==> src/rtl/clk_seq_pkg.sv <==
package clk_seq_pkg;
  typedef enum logic [2:0] {
    ST_INT_RUN   = 3'd0,
    ST_HALT_WAIT = 3'd1,
    ST_RESUME    = 3'd2,
    ST_EXT_RUN   = 3'd3,
    ST_SUSPENDED = 3'd4
  } seqState_e;

  typedef struct packed {
    logic cfgWr;
    logic ctrLoad;
    logic setExt;
    logic clrExt;
  } seqStrobe_t;

  localparam int CFG_EXT_EN   = 0;
  localparam int CFG_XOUT_OFF = 1;
  localparam int CFG_TUNE     = 2;
  localparam int CFG_LVR_OFF  = 3;
  localparam int CFG_LONG_DLY = 7;
  localparam logic [7:0] CFG_MASK = 8'h8F;
endpackage

==> src/rtl/clk_seq_datapath.sv <==
module clk_seq_datapath
  import clk_seq_pkg::*;
#(
  parameter int SHORT_DLY = 768,
  parameter int LONG_DLY  = 24000
) (
  input  logic       clk,
  input  logic       rstN,
  input  seqStrobe_t strb,
  input  logic [7:0] wrData,
  input  logic       intClk,
  input  logic       xinPin,
  output logic [7:0] cfgOut,
  output logic       extMode,
  output logic       ctrZero,
  output logic       xoutOe,
  output logic       xoutLevel,
  output logic       gpioBit
);
  localparam int MAX_DLY = (LONG_DLY > SHORT_DLY) ? LONG_DLY : SHORT_DLY;
  localparam int CNT_W   = $clog2(MAX_DLY + 1);
  localparam logic [CNT_W-1:0] SHORT_LD = CNT_W'(SHORT_DLY - 1);
  localparam logic [CNT_W-1:0] LONG_LD  = CNT_W'(LONG_DLY - 1);

  logic [7:0]       cfgReg;
  logic [CNT_W-1:0] ctr;

  always_ff @(posedge clk or negedge rstN) begin
    if (!rstN) cfgReg <= '0;
    else if (strb.cfgWr) cfgReg <= wrData & CFG_MASK;
  end

  always_ff @(posedge clk or negedge rstN) begin
    if (!rstN) extMode <= 1'b0;
    else if (strb.setExt) extMode <= 1'b1;
    else if (strb.clrExt) extMode <= 1'b0;
  end

  always_ff @(posedge clk or negedge rstN) begin
    if (!rstN) ctr <= '0;
    else if (strb.ctrLoad) ctr <= cfgReg[CFG_LONG_DLY] ? LONG_LD : SHORT_LD;
    else if (ctr != '0) ctr <= ctr - 1'b1;
  end

  assign ctrZero = (ctr == '0);
  assign cfgOut  = cfgReg;

  always_comb begin
    xoutOe    = !extMode;
    xoutLevel = 1'b0;
    gpioBit   = 1'b0;
    if (!extMode) begin
      xoutLevel = cfgReg[CFG_XOUT_OFF] ? 1'b1 : intClk;
      gpioBit   = xinPin;
    end
  end
endmodule

==> src/rtl/clk_seq_ctrl.sv <==
module clk_seq_ctrl
  import clk_seq_pkg::*;
(
  input  logic       clk,
  input  logic       rstN,
  input  logic       regWrEn,
  input  logic       wrExtBit,
  input  logic       cfgExtBit,
  input  logic       extStable,
  input  logic       suspendReq,
  input  logic       wakeReq,
  input  logic       ctrZero,
  output seqState_e  state,
  output seqStrobe_t strb
);
  seqState_e nextState;

  always_ff @(posedge clk or negedge rstN) begin
    if (!rstN) state <= ST_INT_RUN;
    else state <= nextState;
  end

  always_comb begin
    nextState = state;
    strb = '0;
    strb.cfgWr = regWrEn;
    unique case (state)
      ST_INT_RUN: begin
        if (suspendReq) nextState = ST_SUSPENDED;
        else if (regWrEn && wrExtBit) begin
          nextState   = ST_HALT_WAIT;
          strb.setExt = 1'b1;
        end
      end
      ST_HALT_WAIT: begin
        if (extStable) begin
          nextState    = ST_RESUME;
          strb.ctrLoad = 1'b1;
        end
      end
      ST_RESUME: begin
        if (ctrZero) nextState = ST_EXT_RUN;
      end
      ST_EXT_RUN: begin
        if (suspendReq) nextState = ST_SUSPENDED;
      end
      ST_SUSPENDED: begin
        if (wakeReq) begin
          if (cfgExtBit) begin
            nextState   = ST_HALT_WAIT;
            strb.setExt = 1'b1;
          end else begin
            nextState   = ST_INT_RUN;
            strb.clrExt = 1'b1;
          end
        end
      end
      default: nextState = ST_INT_RUN;
    endcase
  end
endmodule

==> src/rtl/clk_src_sequencer.sv <==
module clk_src_sequencer
  import clk_seq_pkg::*;
#(
  parameter int SHORT_DLY = 768,
  parameter int LONG_DLY  = 24000
) (
  input  logic       clk,
  input  logic       rstN,
  input  logic       regWrEn,
  input  logic [7:0] regWrData,
  output logic [7:0] regRdData,
  output logic [2:0] seqState,
  input  logic       extStable,
  input  logic       suspendReq,
  input  logic       wakeReq,
  input  logic       intClk,
  input  logic       xinPin,
  output logic       cpuRun,
  output logic       selExt,
  output logic       chipClkEn,
  output logic       intOscEn,
  output logic       extOscEn,
  output logic       xoutOe,
  output logic       xoutLevel,
  output logic       gpioBit,
  output logic       precTuneEn,
  output logic       lvrDisable
);
  seqState_e  state;
  seqStrobe_t strb;
  logic [7:0] cfg;
  logic       extMode;
  logic       ctrZero;

  clk_seq_ctrl u_ctrl (
    .clk(clk), .rstN(rstN), .regWrEn(regWrEn),
    .wrExtBit(regWrData[CFG_EXT_EN]), .cfgExtBit(cfg[CFG_EXT_EN]),
    .extStable(extStable), .suspendReq(suspendReq), .wakeReq(wakeReq),
    .ctrZero(ctrZero), .state(state), .strb(strb)
  );

  clk_seq_datapath #(.SHORT_DLY(SHORT_DLY), .LONG_DLY(LONG_DLY)) u_dp (
    .clk(clk), .rstN(rstN), .strb(strb), .wrData(regWrData),
    .intClk(intClk), .xinPin(xinPin), .cfgOut(cfg), .extMode(extMode),
    .ctrZero(ctrZero), .xoutOe(xoutOe), .xoutLevel(xoutLevel), .gpioBit(gpioBit)
  );

  assign regRdData  = cfg;
  assign seqState   = state;
  assign cpuRun     = (state == ST_INT_RUN) || (state == ST_EXT_RUN);
  assign chipClkEn  = (state != ST_HALT_WAIT) && (state != ST_SUSPENDED);
  assign selExt     = extMode;
  assign intOscEn   = !extMode;
  assign extOscEn   = extMode;
  assign precTuneEn = cfg[CFG_TUNE];
  assign lvrDisable = cfg[CFG_LVR_OFF];
endmodule

==> config.mk <==
export PLATFORM = sky130hd
export DESIGN_NAME = clk_src_sequencer
export DESIGN_NICKNAME = d
export VERILOG_FILES = /design/src/rtl/clk_seq_pkg.sv /design/src/rtl/clk_seq_datapath.sv /design/src/rtl/clk_seq_ctrl.sv /design/src/rtl/clk_src_sequencer.sv
export SDC_FILE = /design/constraint.sdc
export NUM_CORES = 1
export LEC_CHECK = 0
export ABC_AREA = 1
export BUFFER_PORTS_ARGS = -buffer_cell sky130_fd_sc_hd__clkbuf_2
export CAP_MARGIN = 0
export CELL_PAD_IN_SITES_DETAIL_PLACEMENT = 0
export CELL_PAD_IN_SITES_GLOBAL_PLACEMENT = 1
export CORE_MARGIN = 2
export CORE_UTILIZATION = 42
export CTS_BUF_LIST = sky130_fd_sc_hd__clkbuf_8
export CTS_CLUSTER_DIAMETER = 120
export DETAILED_ROUTE_END_ITERATION = 8
export PLACE_DENSITY_LB_ADDON = 0.1
export SETUP_SLACK_MARGIN = 0.2
export SLEW_MARGIN = 20
export SYNTH_ARGS = -nofsm -noshare
export SYNTH_HDL_FRONTEND = slang
export SYNTH_SLANG_ARGS = --single-unit
export TNS_END_PERCENT = 5
==> constraint.sdc <==
create_clock -name clk -period 4.35 [get_ports clk]
set_clock_uncertainty 0.05 [all_clocks]
set_input_delay 0.87 -clock clk [delete_from_list [all_inputs] [get_ports clk]]
set_output_delay 0.87 -clock clk [all_outputs]
set_load 0.005 [all_outputs]
; ---- Word level (Yosys, flattened, before mapping)
; Cells that the tools add are included.
[op_classes]
add_sub_neg = 1
eq_ne = 11
muxes = 25
n_reduce_logical = 10
[op_table]
columns = operator, n
row1 = 2-to-1 mux 15 bit, 3
row2 = 2-to-1 mux 3 bit, 6
row3 = zero test 15 bit, 1
row4 = case mux 3 bit (5 select lines), 1
row5 = nonzero test 15 bit, 1
row6 = subtractor 15 x 1 -> 15 bit (second input constant), 1
row7 = 2-to-1 mux 1 bit, 13
row8 = inequality test 2 bit (second input constant), 4
row9 = equality test 3 x 2 -> 1 bit (second input constant), 2
row10 = AND reduction 5 bit, 1
row11 = nonzero test 2 bit, 2
row12 = equality test 3 x 1 -> 1 bit (second input constant), 1
row13 = equality test 3 bit (second input constant), 1
row14 = zero test 3 bit, 1
row15 = inequality test 3 x 1 -> 1 bit (second input constant), 1
row16 = inequality test 3 x 2 -> 1 bit (second input constant), 1
row17 = inequality test 3 bit (second input constant), 1
row18 = logical AND 1 bit, 2
row19 = 2-to-1 mux 2 bit, 1
row20 = case mux 1 bit (2 select lines), 1
row21 = zero test 1 bit, 1
row22 = logical OR 1 bit, 1
[totals]
regBits = 24
in_bits = 16
output_inout_bits = 21
elab_cells = 51

; ---- Longest topological paths before layout
; Gate-level depths: netlist of run 1.
[depth]
word_depth = 5
mapped_depth = 9

; ---- Hierarchy
; Synthesis of run 1 repeated with hierarchy kept, for this count alone.
[hier_totals]
cells_unflattened = 225
hier_area_um2 = 1566.5
[modules_own_cells]
columns = mod, instances, cells_each, area_per_inst_um2, seq_area_each_um2
row1 = clk_seq_datapath, 1, 165, 1231.2, 525.5
row2 = clk_seq_ctrl, 1, 46, 269.0, 75.1
row3 = clk_src_sequencer, 1, 14, 66.3, 0.0

; ---- Least setup slack after synthesis of run 1
; Ideal clock, no wire load.
[synth_timing]
path_type = input to output
from = input port intClk
to = output port xoutLevel
arrival_time_ns = 0.993
t_required_ns = 3.430
setup_slack_ns = 2.437
cell_stages = 2
path_buffers = 0
path_cell_list = nor2_1 nor2_1
[synth_between]
elab_chain_len = 2
[synth_lines]
columns = element, line_no
row1 = start: declaration, clk_src_sequencer.sv:16  ; input logic intClk,
row2 = 2-to-1 mux 1 bit, clk_seq_datapath.sv:53  ; xoutLevel = cfgReg[CFG_XOUT_OFF] ? 1'b1 : intClk;
row3 = 2-to-1 mux 1 bit, clk_seq_datapath.sv:52  ; if (!extMode) begin
row4 = end: declaration, clk_src_sequencer.sv:24  ; output logic xoutLevel,
; Every way passes these cells.

; ---- Worst setup path in the final report of run 1
[layout_timing]
from = register u_ctrl.state[1]
to = output port cpuRun
[layout_between]
elab_chain_len = 2
[layout_lines]
columns = element, line_no
row1 = start: declaration, clk_seq_ctrl.sv:13  ; output seqState_e state,
row2 = start signal: assignment, clk_seq_ctrl.sv:20  ; else state <= nextState;
row3 = equality test 3 x 2 -> 1 bit / zero test 3 bit (equally long branches), clk_src_sequencer.sv:50  ; assign cpuRun = (state == ST_INT_RUN) || (state == ST_EXT_RUN);
row4 = logical OR 1 bit (*), clk_src_sequencer.sv:50
row5 = end: declaration, clk_src_sequencer.sv:18  ; output logic cpuRun,
; Every way passes the cells marked *; elsewhere a longest branch is shown, timed or not.

==> reports/qor.yml, run 1 <==
setup_path:
  cpLargestDelayFamily: "simple AND/OR/NAND/NOR gates"
  cp_cell_sequence: "nor2_1 -> nand2_1 -> nand2_1 -> clkbuf_2"
  critPathMostFrequentCell: "nand2_1"
  critPathRequiredTime_ns: 3.43
  cp.buffers_inverters: 1
  max_stage_delay_ns: 0.47
  r2r-start: "u_dp.ctr[0]"
  crit_start: "u_ctrl.state[1]"
  critPathSlowestCell: "dfrtp_1"
  crit_arrival_ns: 1.39
  start_kind: "flip-flop"
  end_kind: "output pin"
  crit_fanout: 7
  critical_path_class: "flip-flop to output pin"
power_and_ir_drop:
  powerDensity_nw_per_um2: 572
  leakagePower_nw: 0.943
  ir_drop_v: 0.000219
sta:
  worst_pin_slew_ns: 0.640
  final_max_slew_viol_count: 0
  relSlewSlack_pct: 57.3
  setup_viol: 0
  setup_tns_ns: 0
  holdWs_ns: 0.447
  period_share_pct: 53.1
  fin_crit_ns: 2.31
  max_freq_ghz: 0.433
  rsz0062_at_grt: "no"
  hold_viol_final: 0
finish:
  fillCellCount: 347
  nNetsFinal: 255
  layout-drive-gt1-share_pct: 20.7
  diodes: 0
  syn_to_final_growth_pct: 13.3
routing:
  vias: 1357
  wl_per_cell_um: 11.1
  vias_per_cell: 4.80
  drtAntennaViolNets: 0
  drc_errors: 0
  drt_iter0_drc: 48
  routed_wl_mm: 3.14
  drt_first_pass_iters: 4
global_route:
  first_global_vias: 1267
  grt_max_degree: 25
  gr-total-overflow: 0
  grt_usage_pct: 16.8
  grt_antenna_before_repair: 0
  grt_pass1_wl_mm: 5.46
die:
  die_w_um: 63.7
  row_count: 21
  core_area_um2: 3390
  die_h_um: 63.7
  dieArea_um2: 4060
  io_pins: 37
  start_util_pct: 44.2
placed_design:
  port_buffers: 30
  place_hpwl_mm: 2.34
  gp_congestion: 0.824
logic_synthesis:
  async_flop_share_pct: 100
  synth_ff_type: "dfrtp_1"
  synth.distinct_cells: 23
  ys_ff_latch: 24
  synth_edf_count: 0
  avgSynthCellArea_um2: 7.13
  synth_cells: 210
  syn_area_um2: 1500
  ys_warn_count: 0
  ys_seq_area_share_pct: 40.1
worst_hold_path:
  worstHoldStart: "u_dp.ctr[14]"
  hold_path.class: "flip-flop to flip-flop"
clocking:
  cts_buffers: 3
  cts_hold_buffers: 0
  cts_resized: 0
  cts_htree_levels: 1
  cts_tree: "yes"
  cts_setup_buffers: 0
  clk_path_buf_depth: 2
  clock_latency_ns: 0.27
  cts_root_buffer: "clkbuf_8"
  clock_sinks: 24
  clk_pin_slew_ns: 0.09
outcome:
  status: "finished, final reports clean"
run:
  maxCapViolations: 0
[where the power goes]
group	switching (mW)	internal (mW)
sequential	0.0803	0.306
combinational	0.253	0.172
clock	0.0772	0.0810
total	0.410	0.560
[cell type report]
class | count | area (um^2) | share of cell area (%)
multi-input combinational | 143 | 698 | 41.2
sequential | 24 | 601 | 35.4
timing repair buffer | 30 | 150 | 8.85
inverter | 36 | 135 | 7.96
tap | 46 | 57.6 | 3.39
clock buffer | 4 | 55.1 | 3.24
[cells in the final DEF, fill, tap and decap left out, drive strengths merged]
cell	instances
mux2	4
conb	3
a21oi	7
nand2	50
or2	1
clkbuf	34
nor2	38
ha	1
and2	1
dfrtp	24
o221ai	1
nand4	6
o31ai	2
nand3b	2
inv	36
nand3	20
o21ai	7
[worst min-delay path, stage by stage (launching register included)]
cell	delay [ns]
dfrtp_1	0.34
nand3_1	0.07
nand2_1	0.06
[cells in the mapped netlist (3+ instances only)]
| master | number | share of area [%] |
|---|---|---|
| nand3_1 | 17 | 5.7 |
| nand4_1 | 6 | 2.5 |
| nor2_1 | 33 | 8.3 |
| nand2_1 | 49 | 12 |
| inv_1 | 35 | 8.8 |
| dfrtp_1 | 24 | 40 |
| buf_4 | 8 | 4.0 |
| nor2_2 | 3 | 1.3 |
| a21oi_1 | 7 | 2.3 |
| mux2_2 | 4 | 3.0 |
| o21ai_0 | 7 | 2.3 |
| nand3_2 | 3 | 2.0 |
[registers in the layout, indices dropped and copies added, names as in the netlist]
register,cells
u_ctrl.state,3
u_dp.cfgOut,5
u_dp.ctr,15
u_dp.extMode,1
[metrics by stage]
step | setup slack (ns) | instances | total power, mW | utilization, % | instance area (um^2)
4_1_cts | 2.04 | 283 | 0.977 | 50.1 | 1700
6_report | 2.04 | 283 | 0.970 | 50.1 | 1700
5_1_grt | 1.91 | 283 | 1.07 | 50.1 | 1700
2_1_floorplan | 2.44 | 212 | 0.704 | - | 1510
3_5_place_dp | 2.25 | 279 | 0.817 | 48.4 | 1640
3_3_place_gp | 2.26 | 279 | 0.804 | 48.4 | 1640
[final timing paths]
path | end | slack [ns] | cells past startpoint
min in group asynchronous | u_dp.ctr[11] | 0.55 | 1
worst max-delay path | cpuRun | 2.04 | 4
worst min register to register | u_dp.ctr[14] | 0.45 | 2
max in group asynchronous | u_dp.ctr[12] | 3.28 | 1
worst max register to register | u_dp.ctr[6] | 2.65 | 7
worst min-delay path | u_dp.ctr[14] | 0.45 | 2
[logic make-up (layout without fill, tap and decap cells)]
kind of cell    count (synthesis)  in the layout  share of synthesized area (%)
compound gates                 17             17                           6.26
fa+ha+maj                       1              1                          0.835
buf+inv                        45             70                           13.8
flops                          24             24                           40.1
mux                             4              4                           3.01
other cells                     1              3                          0.250
simple gates                  118            118                           35.8
[metal layers]
layer | track usage [%] | share of wire, % | wire length (um) | vias to the layer above
li1 | - | - | - | 707
met1 | 23.1 | 49 | 1550 | 613
met2 | 27.0 | 45 | 1400 | 32
met3 | 2.68 | 4.8 | 151 | 5
met4 | 5.16 | 1.2 | 38 | 0
met5 | 0 | 0 | 0 | -
No activity file was read; power rests on OpenSTA's default activity.
==> run 2: changes to the inputs <==
- ABC_AREA: 1 -> 0
- CORE_UTILIZATION: 42 -> 41
- clock period: 4.35 -> 2.25 ns (I/O delays scaled with it)
==> run 2 against run 1 <==
Effect of this change:
- wire length is 9.7% lower
- synthesized area is 7.4% lower
- combinational power is 68% higher
- via count is 15% lower
- largest cell class unchanged
- critical endpoint is now u_ctrl.state[0]
- worst setup slack worse by 1.6 ns
- critical path depth stayed put
- final cell count is 23% lower
- largest power group is now registers
- final area is 3.7% lower
==> reports/qor.yml, run 2 <==
routing:
  routed_wl_mm: 2.84
  drc_errors: 0
  vias: 1148
  drt_first_pass_iters: 4
  drt_iter0_drc: 59
  vias_per_cell: 5.27
  drtAntennaViolNets: 0
  wl_per_cell_um: 13.0
placed_design:
  place_hpwl_mm: 2.07
  gp_congestion: 0.817
  port_buffers: 30
power_and_ir_drop:
  powerDensity_nw_per_um2: 1190
  ir_drop_v: 0.000518
  leakagePower_nw: 0.746
  p_total_mw: 1.94
sta:
  max_freq_ghz: 0.544
  setup_viol: 0
  hold_viol_final: 0
  setup_tns_ns: 0
  fin_crit_ns: 1.84
  worst_pin_slew_ns: 0.611
  final_max_slew_viol_count: 0
  period_share_pct: 81.7
  rsz0062_at_grt: "no"
  relSlewSlack_pct: 59.3
logic_synthesis:
  synth_top_family_by_area: "simple AND/OR/NAND/NOR gates"
  synth_xor_xnor_area_share_pct: 5.05
  synth.area.mux_share_pct: 3.25
  synth_common_cells: "24 x dfrtp_1, 11 x nor2_1, 8 x buf_4, 8 x nand2_1"
  synthSimpleGateAreaFrac_pct: 25.2
  async_flop_share_pct: 100
  synth_ff_type: "dfrtp_1"
  syn_area_um2: 1390
  ys_seq_area_share_pct: 43.3
  yosysMostFrequentCell: "dfrtp_1"
  synth_cells: 144
  synth.distinct_cells: 45
  synth_area_leader_cell: "dfrtp_1"
  synth_edf_count: 0
  ys_warn_count: 0
  synth-compound-area-share_pct: 14.2
  avgSynthCellArea_um2: 9.64
  synthTopCellsByArea: "dfrtp_1 43%, buf_4 4.3%, mux2_2 3.2%"
  netlist.area_leader.share_pct: 43.3
  ys_ff_latch: 24
  synth_fa_ha_area_share_pct: 0.902
finish:
  final_common_cell: "clkbuf_2"
  syn_to_final_growth_pct: 17.8
  multi_input_area_um2: 687
  layout_common_cells: "30 x clkbuf_2, 24 x dfrtp_1, 11 x nor2_1, 8 x nand2_1"
  ff_latch_area_um2: 601
  nNetsFinal: 190
  regMostFlops: "u_dp.ctr"
  layout-drive-gt1-share_pct: 30.2
  largest_register_ffs: 15
  diodes: 0
  fillCellCount: 315
  post-route-util_pct: 49.8
clocking:
  cts_root_buffer: "clkbuf_8"
  cts_setup_buffers: 0
  cts_tree: "yes"
  cts_buffers: 3
  clk_pin_slew_ns: 0.09
  clk_path_buf_depth: 2
  cts_resized: 0
  clock_sinks: 24
  cts_hold_buffers: 0
  clock_latency_ns: 0.27
  cts_htree_levels: 1
global_route:
  grt_pass1_wl_mm: 5.05
  grt_usage_pct: 16.4
  grt_antenna_before_repair: 0
  grt_max_degree: 25
  first_global_vias: 1083
  gr-total-overflow: 0
setup_path:
  rrSetupSlack_ns: 0.41
  endpoint: "u_ctrl.state[0]"
  max_stage_delay_ns: 0.62
  crit_start: "u_ctrl.state[0]"
  cp.buffers_inverters: 0
  reg2reg_to: "u_ctrl.state[0]"
  cp_cell_sequence: "nor2_1 -> a221oi_1 -> o211ai_1 -> o221a_2"
  critical_path_depth: 4
  crit_fanout: 15
  cpLargestDelayFamily: "compound AO/OA/AOI/OAI gates"
  crit_arrival_ns: 1.94
  ff2ff_path_depth: 4
  critPathSlowestCell: "dfrtp_1"
  r2r-start: "u_ctrl.state[0]"
  end_kind: "flip-flop"
  start_kind: "flip-flop"
  critical_path_class: "flip-flop to flip-flop"
  critPathRequiredTime_ns: 2.36
die:
  io_pins: 37
  core_area_um2: 3280
  start_util_pct: 42.2
  die_h_um: 62.2
  row_count: 21
  dieArea_um2: 3870
  die_w_um: 62.2
worst_hold_path:
  hold_path.class: "input pin to asynchronous set/reset pin"
outcome:
  status: "finished, final reports clean"
run:
  maxCapViolations: 0
[run 2: cell count changes in the layout (fill, tap and decap cells not counted), sizes merged, moves of 6 or more]
| cell | delta |
|---|---|
| o21ai | +6 |
| buf | +6 |
| nor2 | -27 |
| nand2 | -42 |
| nand3 | -18 |
| inv | -30 |
[run 2: layer usage]
| layer | vias to the layer above | track usage, % | part of all wire (%) |
|---|---|---|---|
| met5 | - | 0 | 0 |
| met4 | 0 | 6.67 | 1.2 |
| met3 | 2 | 3.80 | 5.0 |
| met2 | 28 | 27.6 | 50 |
| met1 | 550 | 20.5 | 44 |
| li1 | 568 | - | - |
[run 2: layout make-up]
| cell class | instances | area share, % |
|---|---|---|
| multi-input cells | 102 | 42.0 |
| flip-flops and latches | 24 | 36.8 |
| repair buffers | 36 | 11.9 |
| well taps | 46 | 3.52 |
| clock buffers | 3 | 2.53 |
| clock inverters | 1 | 1.84 |
| inverters | 6 | 1.38 |
[run 2: cells by family (layout without fill, tap and decap cells)]
family	count (synthesis)	count (layout)
and+or+nand+nor	53	53
AOI/OAI and AO/OA	33	33
DFF	24	24
buffers and inverters	20	46
xor gates and xnor gates	8	8
muxes	4	4
adders and majority gates	1	1
other	1	3
[run 2: per-stage QoR]
stage                     setup WS (ns)  std cells  hold WS, ns  instance area (um^2)
after CTS                         0.420        218        0.147                  1630
after detailed placement          0.419        214        0.447                  1560
after global placement            0.469        214        0.444                  1560
after global routing              0.281        218        0.169                  1630
after floorplan                   0.548        146        0.104                  1400
final                             0.413        218        0.124                  1630
[run 2: worst min-delay path by stage]
stage               start         endpoint  slack (ns)  cells after the start
floorplan            rstN  u_ctrl.state[0]        0.10                      0
global placement     rstN   u_dp.cfgOut[3]        0.44                      1
detailed placement   rstN   u_dp.cfgOut[1]        0.45                      1
CTS                  rstN   u_dp.cfgOut[1]        0.15                      1
global route         rstN   u_dp.cfgOut[3]        0.17                      1
finish               rstN   u_dp.cfgOut[1]        0.12                      1
[run 2: power by group]
part           internal, mW  switching [mW]  total (mW)
registers             0.592           0.260       0.852
clock network         0.238           0.140       0.378
logic                 0.385           0.329       0.714
[run 2: worst reg2reg max path: stages, from the launching register on]
cell,delay (ns)
dfrtp_1,0.62
nor2_1,0.17
a221oi_1,0.56
o211ai_1,0.17
o221a_2,0.16
==> run 3: changes to the inputs <==
- clock period: 2.25 -> 1.7 ns (I/O delays scaled with it)
==> run 3 against run 2 <==
Effect of this change:
- critical path depth increased by 1
- via count grew 7.4%
- die area stayed put
- critical endpoint is now u_dp.ctr[13]
==> reports/qor.yml, run 3 (synthesis gave the netlist of run 2 again) <==
finish:
  multi_input_area_um2: 721
  largest_register_ffs: 15
  syn_to_final_growth_pct: 30.8
  layout-drive-gt1-share_pct: 41.3
  final_common_cell: "clkbuf_2"
  regMostFlops: "u_dp.ctr"
  nNetsFinal: 207
  diodes: 0
  ff_latch_area_um2: 606
  fillCellCount: 314
  post-route-util_pct: 55.3
  layout_common_cells: "30 x clkbuf_2, 20 x dfrtp_1, 19 x buf_4, 11 x nor2_1"
setup_path:
  max_stage_delay_ns: 0.46
  start_kind: "flip-flop"
  cp_cell_sequence: "nor4_4 -> buf_4 -> nand4_1 -> or3_1 -> a21oi_2"
  critical_path_class: "flip-flop to flip-flop"
  rrSetupSlack_ns: 0.003
  end_kind: "flip-flop"
  crit_arrival_ns: 1.86
  crit_fanout: 5
  critPathSlowestCell: "dfrtp_2"
  critPathRequiredTime_ns: 1.86
power_and_ir_drop:
  ir_drop_v: 0.000773
  leakagePower_nw: 0.837
  p_total_mw: 2.91
  powerDensity_nw_per_um2: 1600
die:
  row_count: 21
  die_h_um: 62.2
  core_area_um2: 3280
  dieArea_um2: 3870
  die_w_um: 62.2
  start_util_pct: 42.2
  io_pins: 37
routing:
  drt_iter0_drc: 24
  drtAntennaViolNets: 0
  drc_errors: 0
  vias: 1233
  routed_wl_mm: 3.07
  vias_per_cell: 5.25
  wl_per_cell_um: 13.1
  drt_first_pass_iters: 5
clocking:
  cts_tree: "yes"
  cts_buffers: 3
  clock_sinks: 24
  cts_root_buffer: "clkbuf_8"
  cts_htree_levels: 1
  clock_latency_ns: 0.28
  cts_hold_buffers: 0
  clk_pin_slew_ns: 0.09
  clk_path_buf_depth: 2
placed_design:
  gp_congestion: 0.773
  place_hpwl_mm: 2.25
  port_buffers: 30
global_route:
  grt_antenna_before_repair: 0
  grt_pass1_wl_mm: 5.35
  grt_usage_pct: 17.3
  grt_max_degree: 25
  gr-total-overflow: 0
  first_global_vias: 1192
sta:
  relSlewSlack_pct: 59.6
  hold_viol_final: 0
  max_freq_ghz: 0.589
  holdWs_ns: 0.00179
  worst_pin_slew_ns: 0.606
  final_max_slew_viol_count: 0
  setup_viol: 0
  rsz0062_at_grt: "yes"
  fin_crit_ns: 1.70
  period_share_pct: 99.8
outcome:
  status: "finished, final reports clean"
run:
  maxCapViolations: 0
worst_hold_path:
  hold_path.class: "input pin to asynchronous set/reset pin"
run 3: changes by cell type in the layout (fill, tap and decap cells not counted), moves of 4 or more:
cell     change
buf_4       +13
buf_6        +4
dfrtp_1      -4
dfrtp_2      +4
run 3: worst paths after layout:
| kind | startpoint | to | depth (start not counted) |
|---|---|---|---|
| max | u_dp.ctr[4] | u_dp.ctr[13] | 5 |
| min | rstN | u_dp.cfgOut[1] | 1 |
| max reg2reg | u_dp.ctr[4] | u_dp.ctr[13] | 5 |
| min reg2reg | u_dp.cfgOut[2] | u_dp.cfgOut[2] | 1 |
| max in group asynchronous | rstN | u_ctrl.state[1] | 1 |
| min in group clk | regWrData[0] | u_dp.extMode | 3 |
run 3: area by class of cell:
class / count / share of cell area, %
Timing Repair Buffer: 53 / 18.6
Clock buffer: 3 / 2.27
Clock inverter: 1 / 1.65
Multi-Input combinational cell: 102 / 39.7
Tap cell: 46 / 3.17
Sequential cell: 24 / 33.4
Inverter: 6 / 1.24
run 3: timing repair:
item	4_1_cts	5_1_grt
setup buffers	1	0
endpoints found under the setup margin	19	20
pin swaps	1	4
gates cloned	0	0
gates resized for setup	4	10
run 3: power breakdown:
part	total [mW]	internal, mW	switching [mW]	leakage, nW
sequential	1.06	0.795	0.269	0.275
combinational	1.34	0.738	0.603	0.526
clock	0.508	0.315	0.193	0.0357
run 3: critical path: cells and delay by family, from the launching register on:
family	cells	cell delay, ns
flip-flops	1	0.46
AO/OA/AOI/OAI	1	0.13
buffers and inverters	1	0.18
AND/OR/NAND/NOR	3	0.80
run 3: per-stage QoR:
stage / setup WS (ns) / TNS, ns / std cells / cell area [um^2]
floorplan: 0.0930 / 0 / 146 / 1410
global placement: 0.0377 / 0 / 230 / 1690
detailed placement: 0.00666 / 0 / 230 / 1690
CTS: 0.0181 / 0 / 235 / 1790
global route: -0.102 / -0.724 / 235 / 1820
finish: 0.00307 / 0 / 235 / 1820
run 3: routing by layer:
layer	vias to the layer above	GRT usage [%]	share of wire, %
li1	605	-	-
met1	589	20.7	45
met2	32	29.5	48
met3	7	3.08	4.3
met4	0	9.72	2.3
met5	-	0	0
